File: src/rtl/keyed_watchdog.sv
module keyed_watchdog #(
  parameter int CLK_HZ    = 24_000_000,
  parameter int PULSE_LEN = 4
) (
  input  logic        clk,
  input  logic        rst_n,
  input  logic        wr_en,
  input  logic        wr_sel,
  input  logic [15:0] wr_data,
  input  logic        debug_i,
  input  logic        lowpwr_i,
  output logic [15:0] ctrl_rdata,
  output logic [7:0]  count_rdata,
  output logic        int_rst_o,
  output logic        ext_rst_o
);
  localparam int DIV = (CLK_HZ / 2 < 1) ? 1 : CLK_HZ / 2;
  localparam int PW  = (DIV > 1) ? $clog2(DIV) : 1;
  localparam int LW  = $clog2(PULSE_LEN + 1);
  localparam logic [15:0] CTRL_RST  = 16'h0030;
  localparam logic [15:0] CTRL_MASK = 16'hFF3E;
  localparam logic [15:0] KEY_A = 16'h5555;
  localparam logic [15:0] KEY_B = 16'hAAAA;

  logic [15:0]   ctrl_q;
  logic [7:0]    cnt_q;
  logic [PW-1:0] pre_q;
  logic          armed_q;
  logic [LW-1:0] ip_q, ep_q;

  wire ctrl_wr  = wr_en & ~wr_sel;
  wire svc_wr   = wr_en & wr_sel;
  wire en_d     = ctrl_q[0] | (ctrl_wr & wr_data[0]);
  wire en_rise  = ctrl_wr & wr_data[0] & ~ctrl_q[0];
  wire key_done = svc_wr & armed_q & (wr_data == KEY_B);
  wire frozen   = (ctrl_q[1] & debug_i) | (ctrl_q[2] & lowpwr_i);
  wire running  = ctrl_q[0] & ~frozen;
  wire tick     = running && (pre_q == PW'(DIV - 1));
  wire expire   = tick && (cnt_q == 8'd0);
  wire int_trig = expire | (ctrl_wr & ~wr_data[4] & en_d);
  wire ext_trig = (expire & ctrl_q[3]) | (ctrl_wr & ~wr_data[5]);
  wire [7:0] load_val = en_rise ? wr_data[15:8] : ctrl_q[15:8];

  always_ff @(posedge clk or negedge rst_n)
    if (!rst_n) ctrl_q <= CTRL_RST;
    else if (ctrl_wr) ctrl_q <= (wr_data & CTRL_MASK) | {15'd0, en_d};

  always_ff @(posedge clk or negedge rst_n)
    if (!rst_n) armed_q <= 1'b0;
    else if (svc_wr) armed_q <= (wr_data == KEY_A);

  always_ff @(posedge clk or negedge rst_n)
    if (!rst_n) begin
      cnt_q <= 8'd0;
      pre_q <= '0;
    end else if (en_rise | key_done) begin
      cnt_q <= load_val;
      pre_q <= '0;
    end else if (tick) begin
      pre_q <= '0;
      cnt_q <= expire ? ctrl_q[15:8] : cnt_q - 8'd1;
    end else if (running) begin
      pre_q <= pre_q + PW'(1);
    end

  always_ff @(posedge clk or negedge rst_n)
    if (!rst_n) begin
      ip_q <= '0;
      ep_q <= '0;
    end else begin
      if (ip_q != '0) ip_q <= ip_q - LW'(1);
      else if (int_trig) ip_q <= LW'(PULSE_LEN);
      if (ep_q != '0) ep_q <= ep_q - LW'(1);
      else if (ext_trig) ep_q <= LW'(PULSE_LEN);
    end

  assign ctrl_rdata  = ctrl_q;
  assign count_rdata = cnt_q;
  assign int_rst_o   = (ip_q != '0);
  assign ext_rst_o   = (ep_q != '0);

  a_r2_enable_sticky: assert property (@(posedge clk) disable iff (!rst_n)
    ctrl_rdata[0] |=> ctrl_rdata[0]);

  a_r5_key_reload: assert property (@(posedge clk) disable iff (!rst_n)
    (svc_wr && armed_q && wr_data == KEY_B) |=> (count_rdata == $past(ctrl_rdata[15:8])));

  a_r6_force_internal: assert property (@(posedge clk) disable iff (!rst_n)
    (ctrl_wr && !wr_data[4] && (ctrl_rdata[0] || wr_data[0]) && !int_rst_o) |=> int_rst_o);

  a_r7_force_external: assert property (@(posedge clk) disable iff (!rst_n)
    (ctrl_wr && !wr_data[5] && !ext_rst_o) |=> ext_rst_o);

  a_r9_frozen_hold: assert property (@(posedge clk) disable iff (!rst_n)
    (!wr_en && ((ctrl_rdata[1] && debug_i) || (ctrl_rdata[2] && lowpwr_i))) |=> $stable(count_rdata));

  a_r10_pulse_bound: assert property (@(posedge clk) disable iff (!rst_n)
    (ip_q <= LW'(PULSE_LEN)) && (ep_q <= LW'(PULSE_LEN)));
endmodule

File: config.mk
export PLATFORM = sky130hd
export DESIGN_NAME = keyed_watchdog
export DESIGN_NICKNAME = d
export VERILOG_FILES = /design/src/rtl/keyed_watchdog.sv
export SDC_FILE = /design/constraint.sdc
export NUM_CORES = 1
export LEC_CHECK = 0
export ABC_AREA = 0
export BUFFER_PORTS_ARGS = -buffer_cell sky130_fd_sc_hd__clkbuf_2
export CELL_PAD_IN_SITES_DETAIL_PLACEMENT = 2
export CELL_PAD_IN_SITES_GLOBAL_PLACEMENT = 2
export CORE_ASPECT_RATIO = 1.75
export CORE_MARGIN = 10
export CORE_UTILIZATION = 31
export CTS_CLUSTER_SIZE = 28
export DETAILED_ROUTE_END_ITERATION = 6
export PLACE_DENSITY_LB_ADDON = 0.1
export SLEW_MARGIN = 25
export SYNTH_ARGS = -nofsm -noshare
export SYNTH_HDL_FRONTEND = slang
export SYNTH_SLANG_ARGS = --single-unit
File: constraint.sdc
create_clock -name clk -period 2.5 [get_ports clk]
set_input_delay 0 -clock clk [delete_from_list [all_inputs] [get_ports clk]]
set_output_delay 0 -clock clk [all_outputs]
set_load 0.1 [all_outputs]
==> flow_summary.ini, run 1 <==
[outcome]
run_status = finished, final reports clean

[place]
place_congestion = 0.770
dp_hpwl_mm = 7.97
place.port_buffers = 45

[final_layout]
final.fill_count = 1137
final_core_utilization_pct = 37.8
antenna_cells_inserted = 0
final_layout_size_suffix_gt1_share_pct = 26.0
nets = 403
area_delta_synth_final_pct = 19.9

[setup_path]
worstSetupStartpoint = count_rdata[0]$_DFFE_PN0P_
timing.critical_path.required_ns = 2.68
worstSetupStartpointType = flop
cp_max_fo = 5
timing.critical_path.to_type = flop
worstReg2RegStart = count_rdata[0]$_DFFE_PN0P_
cpMaxStageDelayCell = sky130_fd_sc_hd__or3b_2
rrSetupSlack_ns = 0.15
worst-endpoint-arrival_ns = 2.53
reg2reg_depth = 7
crit_chain = inv_1 > ha_1 > or3b_2 > nor2_1 > and3_1 > a22oi_1 > mux2_2
crit_path_max_incr_delay_ns = 0.51
path_class = flop to flop
reg_to_reg_critical_path_endpoint = ep_q[1]$_DFFE_PN0P_

[drt]
detail_route.first_pass.iterations = 4
met3RoutedLength_um = 362
avgViaCountPerCell = 5.61
wl_met2_mm = 5.86
top_signal_layer_used = met4
drcViolationCount = 0
routed-via-count = 2816
initialDrtViolationCount = 33
met1_length_mm = 3.70
final_antenna_net_count = 0
route.final.wire_length_mm = 10.2
average_wire_per_standard_cell_um = 20.3

[synth]
synth-main-ff-cell = sky130_fd_sc_hd__dfrtp_1
synth_area_leader_cell = sky130_fd_sc_hd__dfrtp_1
number_of_enable_type_register_cells_in_the_synthesized_netlist = 0
yosys.cell_count.top_type = sky130_fd_sc_hd__dfrtp_1
ys_seq_elements = 53
synth_area_per_cell_um2 = 9.66
post_synthesis_async_set_or_reset_flop_share_pct = 100
synthDistinctLibCells = 53
synth.cells.most_frequent = sky130_fd_sc_hd__dfrtp_1, sky130_fd_sc_hd__a21oi_1, sky130_fd_sc_hd__nand2_1
yosysTopAreaCellShare_pct = 41.1
post_synth_instance_area_um2 = 3100
postSynthCellCount = 321
yosys_warnings = 0
most_area_consuming_cells_after_synthesis = sky130_fd_sc_hd__dfrtp_1, sky130_fd_sc_hd__mux2_2, sky130_fd_sc_hd__a21oi_1
ys_seq_area_share_pct = 42.8

[sta]
fmax_mhz = 425
max_slew.worst_pin.slew_ns = 0.968
final_worst_path_period_share_pct = 94.0
hold_violations = 0
rsz0062_at_grt = no
max-slew-margin-rel_pct = 34.8
setup_violations = 0
min_period_ns = 2.35
slew_violations = 0
hold_slack_ns = 0.00858
worst_clock_skew_ns = 0.00475
totalNegativeSetupSlack_ns = 0

[cts]
cts_made_buffers = 5
clockBufferDepth = 2
clk_pin_slew_ns = 0.07
ctsHtreeMaxLevel = 2
clock_sinks = 53
clk-insertion-delay-late_ns = 0.29
ctsRootBufferMaster = sky130_fd_sc_hd__clkbuf_16
cts_tree = done

[job]
max_cap_violations = 0

[floorplan]
initial_utilization_pct = 31.5
pin_count = 48
dieHeight_um = 152
row_count = 48
die_w_um = 95.6
core_area_um2 = 9850
dieArea_um2 = 14600

[grt]
globalRouteTotalUtil_pct = 14.7
grt_max_degree = 32
overflow = 0
initial_antenna_violation_count = 0
via_count_of_the_first_global_routing_pass = 3227
grt_first_pass_wirelength_mm = 17.2

[pwr]
worst_ir_drop_vdd_mv = 0.479
total_power_divided_by_cell_area_nw_per_um2 = 942
power_leakage_nw = 1.53

[hold_path]
worstHoldPathCells = 2
hp-class = input port to flop
holdPathEnd = ctrl_rdata[1]$_DFFE_PN0N_
hold_start = wr_data[1]
logic make-up (layout without fill, tap and decap cells):
family,count (synthesis),in the layout,share of synthesized area [%]
other,1,2,0.121
AND/OR/NAND/NOR,124,124,24.4
buffers and inverters,27,82,4.68
AO/OA/AOI/OAI,87,87,17.7
adder cells (fa/ha/maj),5,5,2.02
XOR/XNOR,3,3,0.847
flip-flops,53,53,42.8
multiplexers,21,21,7.38
layer usage:
metal,GRT usage [%],vias up
met4,5.29,0
met3,2.86,19
met1,15.4,1431
met5,0,-
li1,-,1317
met2,27.4,49
layout make-up:
cell class	instances	area [um2]	area share [%]
multi-input combinational	242	1640	44.2
sequential	53	1330	35.8
timing repair buffer	62	372	9.99
tap	125	156	4.20
clock inverter	1	30.0	0.807
inverter	12	45.0	1.21
clock buffer	7	143	3.83
metrics by stage:
stage          instances  power, W  cell area [um2]  setup slack [ns]
2_1_floorplan        322   0.00231             3110            0.0360
3_3_place_gp         492   0.00264             3510             0.194
3_5_place_dp         492   0.00270             3510             0.135
4_1_cts              501   0.00354             3700             0.119
5_1_grt              502   0.00376             3720            0.0215
6_report             502   0.00350             3720             0.149
worst max-delay path, delay by kind of cell, from the launching register on:
kind | cells | cell delay [ns]
compound gates | 1 | 0.07
mux | 1 | 0.29
fa+ha+maj | 1 | 0.24
buf+inv | 1 | 0.15
simple gates | 3 | 1.05
flops | 1 | 0.44
worst max-delay path by stage:
stage,endpoint,slack [ns],cells after the start
final,ep_q[1]$_DFFE_PN0P_,0.15,7
after global routing,ep_q[1]$_DFFE_PN0P_,0.02,7
after CTS,ep_q[1]$_DFFE_PN0P_,0.12,7
after detailed placement,ep_q[1]$_DFFE_PN0P_,0.14,7
after global placement,ep_q[1]$_DFFE_PN0P_,0.19,7
after floorplan,count_rdata[5]$_DFFE_PN0P_,0.04,8
cell usage in the layout (no fill, tap or decap), types with 6 or more instances in the layout:
cell,count
sky130_fd_sc_hd__a31oi_1,7
sky130_fd_sc_hd__nand2_1,26
sky130_fd_sc_hd__nand3_1,12
sky130_fd_sc_hd__dfrtp_1,50
sky130_fd_sc_hd__mux2i_1,6
sky130_fd_sc_hd__mux2_2,15
sky130_fd_sc_hd__o31ai_1,10
sky130_fd_sc_hd__clkbuf_2,45
sky130_fd_sc_hd__or3_1,16
sky130_fd_sc_hd__nor2_1,12
sky130_fd_sc_hd__o21ai_0,21
sky130_fd_sc_hd__buf_4,14
sky130_fd_sc_hd__nand4_1,14
sky130_fd_sc_hd__inv_1,12
sky130_fd_sc_hd__or4_1,10
sky130_fd_sc_hd__a21oi_1,28
state kept, by name, indices dropped and copies added (netlist names):
register	flops
count_rdata	8
ctrl_rdata	14
ip_q	3
ep_q	3
armed_q	1
pre_q	24
power by group:
part | internal, W | leakage [nW] | switching, W
clock network | 0.000501 | 0.0841 | 0.000317
logic | 0.000399 | 0.848 | 0.000924
registers | 0.00110 | 0.600 | 0.000260
what timing repair did:
item	in CTS	in global routing
buffers inserted	0	0
gates resized for setup	0	2
hold endpoints to repair	22	0
hold buffers	1	0
setup endpoints to repair	0	1
No activity file was read; power rests on OpenSTA's default activity.
==> run 2, diff against run 1 <==
TNS_END_PERCENT = 1   (was default)
clock period = 3.05 ns   (was 2.5 ns; I/O delays follow)
==> flow_summary.ini, run 2 (same netlist as run 1, synthesis figures left out) <==
[floorplan]
initial_utilization_pct = 31.5
pin_count = 48
core_area_um2 = 9850
die_w_um = 95.6
row_count = 48
dieArea_um2 = 14600
dieHeight_um = 152

[pwr]
power_leakage_nw = 1.48
total_power_divided_by_cell_area_nw_per_um2 = 780
worst_ir_drop_vdd_mv = 0.339

[final_layout]
largest_reg_flops = 24
mostFrequentLayoutCells = sky130_fd_sc_hd__dfrtp_1, sky130_fd_sc_hd__clkbuf_2, sky130_fd_sc_hd__a21oi_1
antenna_cells_inserted = 0
largest_register = pre_q
nets = 394
area_delta_synth_final_pct = 16.8
mostFrequentLayoutCell = sky130_fd_sc_hd__dfrtp_1
final_layout_size_suffix_gt1_share_pct = 23.9

[drt]
avgViaCountPerCell = 5.65
route.final.wire_length_mm = 10.2
detail_route.first_pass.iterations = 4
drcViolationCount = 0
routed-via-count = 2783
final_antenna_net_count = 0
average_wire_per_standard_cell_um = 20.7
initialDrtViolationCount = 58

[sta]
final.setup.worst_slack_ns = 0.740
max_slew.worst_pin.slew_ns = 1.02
slew_violations = 0
min_period_ns = 2.31
setup_violations = 0
final_worst_path_period_share_pct = 75.7
max-slew-margin-rel_pct = 31.1
rsz0062_at_grt = no
worst_clock_skew_ns = 0.00550
fmax_mhz = 433
totalNegativeSetupSlack_ns = 0
hold_violations = 0

[cts]
ctsHtreeMaxLevel = 2
cts_tree = done
clk-insertion-delay-late_ns = 0.29
post_cts.repair.setup_buffers = 0
clock_sinks = 53
cts.repair.resized = 0
clockBufferDepth = 2
ctsRootBufferMaster = sky130_fd_sc_hd__clkbuf_16
clk_pin_slew_ns = 0.07
cts_made_buffers = 5

[grt]
via_count_of_the_first_global_routing_pass = 3259
grt_first_pass_wirelength_mm = 16.9
globalRouteTotalUtil_pct = 14.5
overflow = 0
initial_antenna_violation_count = 0
grt_max_degree = 35

[setup_path]
path_class = flop to flop
cp_max_fo = 11
timing.critical_path.required_ns = 3.25
cpMaxStageDelayCell = sky130_fd_sc_hd__or3b_2
crit_path_max_incr_delay_ns = 0.48
worstSetupStartpointType = flop
timing.critical_path.to_type = flop
worstSetupStartpoint = count_rdata[0]$_DFFE_PN0P_
crit_chain = inv_1 > ha_1 > or3b_2 > or2_1 > a31oi_1 > mux2i_1 > a21oi_1
worst-endpoint-arrival_ns = 2.51
worstReg2RegStart = count_rdata[0]$_DFFE_PN0P_

[place]
detailedPlace.worstSlack_ns = 0.746
place_congestion = 0.747
dp_hpwl_mm = 7.90
place.port_buffers = 45

[job]
max_cap_violations = 0

[hold_path]
hold_start = wr_data[1]
hp-class = input port to flop

[outcome]
run_status = finished, final reports clean
-- run 2: cell count changes in the layout (fill, tap and decap cells not counted), sizes merged --
| cell | before | now |
|---|---|---|
| buf | 16 | 7 |
-- run 2: layout make-up --
class	count	area [um2]
Sequential cell	53	1330
Timing Repair Buffer	53	288
Inverter	12	45.0
Clock inverter	1	30.0
Fill cell	1147	6230
Multi-Input combinational cell	242	1630
Clock buffer	7	143
Tap cell	125	156
-- run 2: power by group --
group / switching, W / internal, W / total (W) / leakage, nW
sequential: 0.000214 / 0.000904 / 0.00112 / 0.600
clock: 0.000256 / 0.000411 / 0.000667 / 0.0841
combinational: 0.000733 / 0.000306 / 0.00104 / 0.796
-- run 2: worst max-delay path, delay by kind of cell (launching register included) --
kind,cells,cell delay (ns)
AND/OR/NAND/NOR,2,0.87
flip-flops,1,0.43
AO/OA/AOI/OAI,2,0.41
adder cells (fa/ha/maj),1,0.24
buffers and inverters,1,0.17
multiplexers,1,0.09
-- run 2: repair_timing --
| action | CTS | global route |
|---|---|---|
| hold endpoints to repair | 19 | 0 |
| hold buffers | 1 | 0 |
| setup endpoints to repair | 0 | 0 |
-- run 2: stage by stage --
stage          cell area, um2  cells  hold slack, ns  util, %  power [W]
6_report                 3620    493         0.00798     36.8    0.00282
3_5_place_dp             3440    484          0.0124     34.9    0.00219
4_1_cts                  3620    493         0.00598     36.8    0.00288
2_1_floorplan            3110    322          -0.296        -    0.00190
5_1_grt                  3620    493          0.0321     36.8    0.00303
3_3_place_gp             3440    484         0.00393     34.9    0.00214
-- run 2: path summary, 6_finish.rpt --
| path | end | slack [ns] | depth (start not counted) |
|---|---|---|---|
| max | count_rdata[5]$_DFFE_PN0P_ | 0.74 | 7 |
| min | ctrl_rdata[1]$_DFFE_PN0N_ | 0.008 | 2 |
| max reg2reg | count_rdata[5]$_DFFE_PN0P_ | 0.74 | 7 |
| min reg2reg | ip_q[0]$_DFFE_PN0P_ | 0.50 | 1 |
| max in group asynchronous | ctrl_rdata[4]$_DFFE_PN1N_ | 1.95 | 3 |
| min in group asynchronous | pre_q[20]$_DFFE_PN0P_ | 0.22 | 2 |
-- run 2: per-layer routing --
metal | wire length, um | global-route usage [%]
met1 | 3730 | 14.5
met2 | 5980 | 28.3
met3 | 338 | 3.06
met4 | 148 | 3.95
met5 | 0 | 0
